<file path="src/rtl/spwm_pkg.sv">
package spwm_pkg;

  typedef enum logic [1:0] {
    MODE_RUN   = 2'b00,
    MODE_HALF  = 2'b01,
    MODE_SLEEP = 2'b10
  } rate_mode_e;

  function automatic rate_mode_e decode_mode(input logic [1:0] ctl);
    if (ctl[1])      return MODE_SLEEP;
    else if (ctl[0]) return MODE_HALF;
    else             return MODE_RUN;
  endfunction

endpackage

</file>
<file path="src/rtl/spwm_sync.sv">
module spwm_sync #(
  parameter int          W       = 1,
  parameter int          STAGES  = 2,
  parameter logic [W-1:0] RST_VAL = '0
) (
  input  logic         clk,
  input  logic         rst,
  input  logic [W-1:0] d,
  output logic [W-1:0] q
);
  localparam int CHAIN_W = W * STAGES;

  logic [CHAIN_W-1:0] chain;

  always_ff @(posedge clk) begin
    if (rst) chain <= {STAGES{RST_VAL}};
    else     chain <= {chain[CHAIN_W-W-1:0], d};
  end

  assign q = chain[CHAIN_W-1 -: W];
endmodule

</file>
<file path="src/rtl/spwm_loader.sv">
module spwm_loader #(
  parameter int FRAME_W = 24
) (
  input  logic               clk,
  input  logic               rst,
  input  logic               sel_n,
  input  logic               sck,
  input  logic               sdi,
  output logic               load_stb,
  output logic [FRAME_W-1:0] word
);
  localparam int CW = $clog2(FRAME_W);
  localparam logic [CW-1:0] LAST = CW'(FRAME_W - 1);

  logic               sck_d;
  logic [CW-1:0]      bit_cnt;
  logic [FRAME_W-2:0] shreg;
  logic               sck_rise;

  assign sck_rise = sck & ~sck_d;

  always_ff @(posedge clk) begin
    if (rst) begin
      sck_d    <= 1'b0;
      bit_cnt  <= '0;
      shreg    <= '0;
      load_stb <= 1'b0;
      word     <= '0;
    end else begin
      sck_d    <= sck;
      load_stb <= 1'b0;
      if (sel_n) begin
        bit_cnt <= '0;
      end else if (sck_rise) begin
        if (bit_cnt == LAST) begin
          word     <= {shreg, sdi};
          load_stb <= 1'b1;
          bit_cnt  <= '0;
        end else begin
          bit_cnt <= bit_cnt + 1'b1;
          shreg   <= {shreg[FRAME_W-3:0], sdi};
        end
      end
    end
  end
endmodule

</file>
<file path="src/rtl/spwm_prescale.sv">
module spwm_prescale
  import spwm_pkg::*;
#(
  parameter int DIV = 2
) (
  input  logic       clk,
  input  logic       rst,
  input  rate_mode_e mode,
  output logic       tick
);
  localparam int CW = (DIV > 1) ? $clog2(DIV) : 1;
  localparam logic [CW-1:0] TOP = CW'(DIV - 1);

  logic [CW-1:0] phase;

  always_ff @(posedge clk) begin
    if (rst)                    phase <= '0;
    else if (mode != MODE_HALF) phase <= '0;
    else if (phase == TOP)      phase <= '0;
    else                        phase <= phase + 1'b1;
  end

  always_comb begin
    case (mode)
      MODE_RUN:  tick = 1'b1;
      MODE_HALF: tick = (phase == TOP);
      default:   tick = 1'b0;
    endcase
  end
endmodule

</file>
<file path="src/rtl/spwm_core.sv">
module spwm_core #(
  parameter int DW = 8
) (
  input  logic          clk,
  input  logic          rst,
  input  logic          tick,
  input  logic [DW-1:0] hi_next,
  input  logic [DW-1:0] per_next,
  output logic          level
);
  localparam int CNT_W = DW + 1;
  localparam logic [CNT_W-1:0] FULL = CNT_W'(1) << DW;
  localparam logic [CNT_W-1:0] ONE  = CNT_W'(1);

  logic [CNT_W-1:0] per_cnt;
  logic [DW-1:0]    hi_cnt;
  logic [CNT_W-1:0] per_eff;
  logic             at_end;

  always_comb begin
    if (per_next == '0) per_eff = FULL;
    else                per_eff = {1'b0, per_next};
  end

  assign at_end = (per_cnt <= ONE);

  always_ff @(posedge clk) begin
    if (rst) begin
      per_cnt <= '0;
      hi_cnt  <= '0;
    end else if (tick) begin
      if (at_end) begin
        per_cnt <= per_eff;
        hi_cnt  <= hi_next;
      end else begin
        per_cnt <= per_cnt - 1'b1;
        if (hi_cnt != '0) hi_cnt <= hi_cnt - 1'b1;
      end
    end
  end

  assign level = (hi_cnt != '0);
endmodule

</file>
<file path="src/rtl/serial_pwm_gen.sv">
module serial_pwm_gen
  import spwm_pkg::*;
#(
  parameter int DW          = 8,
  parameter int SYNC_STAGES = 2,
  parameter int HALF_DIV    = 2
) (
  input  logic clk,
  input  logic rst,
  input  logic sel_n,
  input  logic sck,
  input  logic sdi,
  input  logic over_limit,
  output logic pwm_out
);
  localparam int NREG    = 3;
  localparam int FRAME_W = DW * NREG;

  logic [2:0]         sync_q;
  logic               sel_s;
  logic               sck_s;
  logic               sdi_s;
  logic               load_stb;
  logic [FRAME_W-1:0] word;
  logic [DW-1:0]      hi_sh;
  logic [DW-1:0]      per_sh;
  logic [1:0]         ctl_sh;
  logic               ctl_unused;
  rate_mode_e         mode;
  logic               sleep;
  logic               tick;
  logic               level;

  spwm_sync #(.W(3), .STAGES(SYNC_STAGES), .RST_VAL(3'b100)) u_sync (
    .clk (clk),
    .rst (rst),
    .d   ({sel_n, sck, sdi}),
    .q   (sync_q)
  );

  assign sel_s = sync_q[2];
  assign sck_s = sync_q[1];
  assign sdi_s = sync_q[0];

  spwm_loader #(.FRAME_W(FRAME_W)) u_load (
    .clk      (clk),
    .rst      (rst),
    .sel_n    (sel_s),
    .sck      (sck_s),
    .sdi      (sdi_s),
    .load_stb (load_stb),
    .word     (word)
  );

  assign ctl_unused = ^word[DW-1:2];

  always_ff @(posedge clk) begin
    if (rst) begin
      hi_sh  <= '0;
      per_sh <= '0;
      ctl_sh <= '0;
    end else if (load_stb) begin
      hi_sh  <= word[FRAME_W-1 -: DW];
      per_sh <= word[FRAME_W-DW-1 -: DW];
      ctl_sh <= word[1:0];
    end
  end

  assign mode  = decode_mode(ctl_sh);
  assign sleep = (mode == MODE_SLEEP);

  spwm_prescale #(.DIV(HALF_DIV)) u_pre (
    .clk  (clk),
    .rst  (rst),
    .mode (mode),
    .tick (tick)
  );

  spwm_core #(.DW(DW)) u_core (
    .clk      (clk),
    .rst      (rst),
    .tick     (tick),
    .hi_next  (hi_sh),
    .per_next (per_sh),
    .level    (level)
  );

  always_ff @(posedge clk) begin
    if (rst) pwm_out <= 1'b0;
    else     pwm_out <= level & ~over_limit & ~sleep;
  end
endmodule

</file>
<file path="config.mk">
export PLATFORM = sky130hd
export DESIGN_NAME = serial_pwm_gen
export DESIGN_NICKNAME = d
export VERILOG_FILES = /design/src/rtl/spwm_pkg.sv /design/src/rtl/spwm_sync.sv /design/src/rtl/spwm_loader.sv /design/src/rtl/spwm_prescale.sv /design/src/rtl/spwm_core.sv /design/src/rtl/serial_pwm_gen.sv
export SDC_FILE = /design/constraint.sdc
export NUM_CORES = 1
export LEC_CHECK = 0
export ABC_AREA = 1
export BUFFER_PORTS_ARGS = -buffer_cell sky130_fd_sc_hd__buf_4
export CORE_MARGIN = 1.5
export CORE_UTILIZATION = 56
export CTS_CLUSTER_SIZE = 40
export DETAILED_ROUTE_END_ITERATION = 8
export HOLD_SLACK_MARGIN = 0.02
export PLACE_DENSITY = 0.85
export SLEW_MARGIN = 20
export SYNTH_ARGS = -nofsm -noshare
export SYNTH_HDL_FRONTEND = slang
export SYNTH_SLANG_ARGS = --single-unit
</file>
<file path="constraint.sdc">
create_clock -name clk -period 1.33 [get_ports clk]
set_input_delay 0.3325 -clock clk [delete_from_list [all_inputs] [get_ports clk]]
set_output_delay 0.3325 -clock clk [all_outputs]
set_load 0.05 [all_outputs]
</file>
==> summary.txt <==
Worst Skew -> 7.436 ps
HP Class -> input pin to flip-flop
Power Density -> 1739 nW/um2
Simple-gate share of the synthesized area -> 21.70%
Initial antenna violation count -> 0
Max Fclk -> 675.9 MHz
Crit share post-route -> 111.2%
Routed len/inst -> 13.31 um
Max-slew violations -> 0
Most common cell after layout, fill and taps aside -> dfxtp_1
Core Area -> 6756 um2
EDFF count, synth -> 0
Worst-path fanout max -> 11
Clk root buf -> clkbuf_8
Avg Cell Area, Syn -> 7.490 um2
Initial Util -> 57.87%
Total track usage -> 21.09%
Final Non-Filler Cells -> 633
Largest delay contributor family on the critical path -> simple AND/OR/NAND/NOR gates
Asr flop ratio synth -> 0%
Critical Path Stages -> 10
Worst path cell trace -> inv_4, ha_4, inv_2, nor2_4, nand4_4, nand2_4, nand2_1, nand2_1, nor2_1, nor2_1
Status -> finished, violations left
Layout area overhead -> 19.58%
Hold WS -> 156.2 ps
Die Wd -> 86.56 um
Setup violators final -> 35
Num CTS Buffers -> 9
Critical Path AT -> 1780 ps
Area contributors post-synth -> dfxtp_1 47%, a21oi_1 8.6%, nand2_1 8.2%, o21ai_0 7.9%, inv_1 7.4%
Hpwl dp -> 4.895 mm
Layout Utilization -> 69.20%
Slew headroom -> 75.04%
Port buffer count -> 6
Sequential area share after synthesis -> 46.59%
Worst-margin pin slew -> 371.0 ps
Mux cell area share after synthesis -> 0%
Initial DRC count -> 182
Final setup margin -> -149.6 ps
ANT cells -> 0
Top_reg_cell synth -> dfxtp_1
Critical Path Source Type -> flip-flop
I/O pin count -> 7
Period minus WS final -> 1480 ps
Complex-gate fraction of the synthesized area -> 18.30%
Synthesized cell area -> 3910 um2
Synth Area in XOR/XNOR -> 1.120%
Layout cell share with drive strength beyond 1 -> 21.34%
Die Ht -> 86.56 um
Final hold violations -> 0
TritonCTS clock tree -> done
Commonest cells after routing, fill and taps aside -> 86 x dfxtp_1, 78 x nand2_1, 74 x inv_1
# rows -> 30
Total congestion overflow -> 0
Synth Register Bits -> 91
Dpl ws -> -145.6 ps
Clock transition at the registers of the reported paths -> 90 ps
Required time of the worst setup path -> 1630 ps
Placed cells -> 608
Placed cell areas -> 4192 um2
Max VDD drop -> 0.8577 mV
Setup TNS -> -2431 ps
Hold depth -> 2
Routed wire length -> 8.427 mm
Placer Congestion -> 0.8803
DRT Pass-1 Iters -> 5
FF-to-FF path depth -> 10
# hold bufs at CTS -> 0
Clk_lat worst skew -> 360 ps
Post-Layout Inst Area -> 4676 um2
Max_cap viols -> 0
H-tree depth -> 3
Die area -> 7493 um2
RSZ-0062 raised after global routing -> true
Largest net degree at the start of global routing -> 47
Total power -> 8.132 mW
Post-route ant nets -> 0
Vias in the first global route -> 2976
Main combinational cell family by area after synthesis -> simple AND/OR/NAND/NOR gates
First-pass GRT wire length -> 12.36 mm
Critical-path top delay cell -> dfxtp_4
Syn nets -> 533
Setup crit end kind -> flip-flop
Area leader, netlist -> dfxtp_1
Yosys Warn Count -> 0
Sink Count -> 91
Remaining DRCs -> 0
Clock Path Buffers -> 2
Slowest stage delay, CP -> 370 ps
Gate Count Post-Synth -> 522
Nets -> 560
Routed via count -> 3373
Synth Area in Adders -> 1.600%
Crit Path Class -> flip-flop to flip-flop
Synth cell types -> 36
Area fraction of the dominant cell type after synthesis -> 46.59%
Violated checks -> negative setup slack
DR vias/cell -> 5.329
Leakage -> 1.934 nW
Buf/Inv on CP -> 2
[report_power, final]
part / switching, mW / internal (mW)
Combinational: 1.87 / 1.30
Sequential: 0.246 / 2.96
Clock: 0.930 / 0.826
[cells in the mapped netlist (2+ instances only)]
master and number:
dfxtp_1 91, nand2_1 85, inv_1 77, a21oi_1 67
o21ai_0 62, nor2_1 40, nand3_1 23, clkbuf_1 14
nor2_4 6, ha_1 5, nor2_2 5, o21ai_1 5
buf_2 4, buf_6 3, inv_2 3, nand2_4 3
nor3_1 3, xor2_1 3, nand2_2 2, nand4_1 2
nor4_1 2, or2_2 2, xnor2_1 2
[cell families after synthesis]
kind of cell,count (synthesis)
buffers and inverters,103
xor gates and xnor gates,5
and+or+nand+nor,178
DFF,91
adders and majority gates,5
AOI/OAI and AO/OA,140
[metal layers]
layer | wire [um] | up-vias | track usage [%]
met2 | 4264 | 67 | 36.01
met3 | 316 | 23 | 4.667
met5 | 0 | - | 0
met4 | 226 | 0 | 11.44
met1 | 3620 | 1544 | 24.61
li1 | - | 1739 | -
[cell type report]
class | instances | area, um2
clock buffers | 14 | 172.7
clock inverters | 1 | 7.507
fillers | 504 | 2081
inverters | 80 | 302.8
multi-input cells | 330 | 1877
flip-flops and latches | 91 | 1831
well taps | 80 | 100.1
repair buffers | 37 | 385.4
[sequential cells by signal, indices dropped and copies added, names as in the netlist]
name and flops:
u_pre.phase 1, u_core.hi_cnt 8, u_load.bit_cnt 5, u_load.word 18, pwm_out 1, per_sh 8, u_sync.chain 6, u_load.sck_d 1
u_load.shreg 23, u_core.per_cnt 9, ctl_sh 2, hi_sh 8, u_load.load_stb 1
[what timing repair did]
action | in CTS | in global routing
gates resized for setup | 17 | 42
endpoints found under the setup margin | 55 | 55
hold endpoints to repair | 0 | 0
setup buffers | 1 | 3
pin swaps | 4 | 5
cloned | 1 | 5
[final timing paths]
path                                   startpoint          endpoint  slack, ps
worst min-delay path                        sel_n   u_sync.chain[2]        160
worst min register to register    u_sync.chain[0]   u_sync.chain[3]        410
worst max register to register  u_core.per_cnt[1]  u_core.hi_cnt[7]       -150
worst max-delay path            u_core.per_cnt[1]  u_core.hi_cnt[7]       -150
Note: power is estimated with default switching activity, not from simulation.
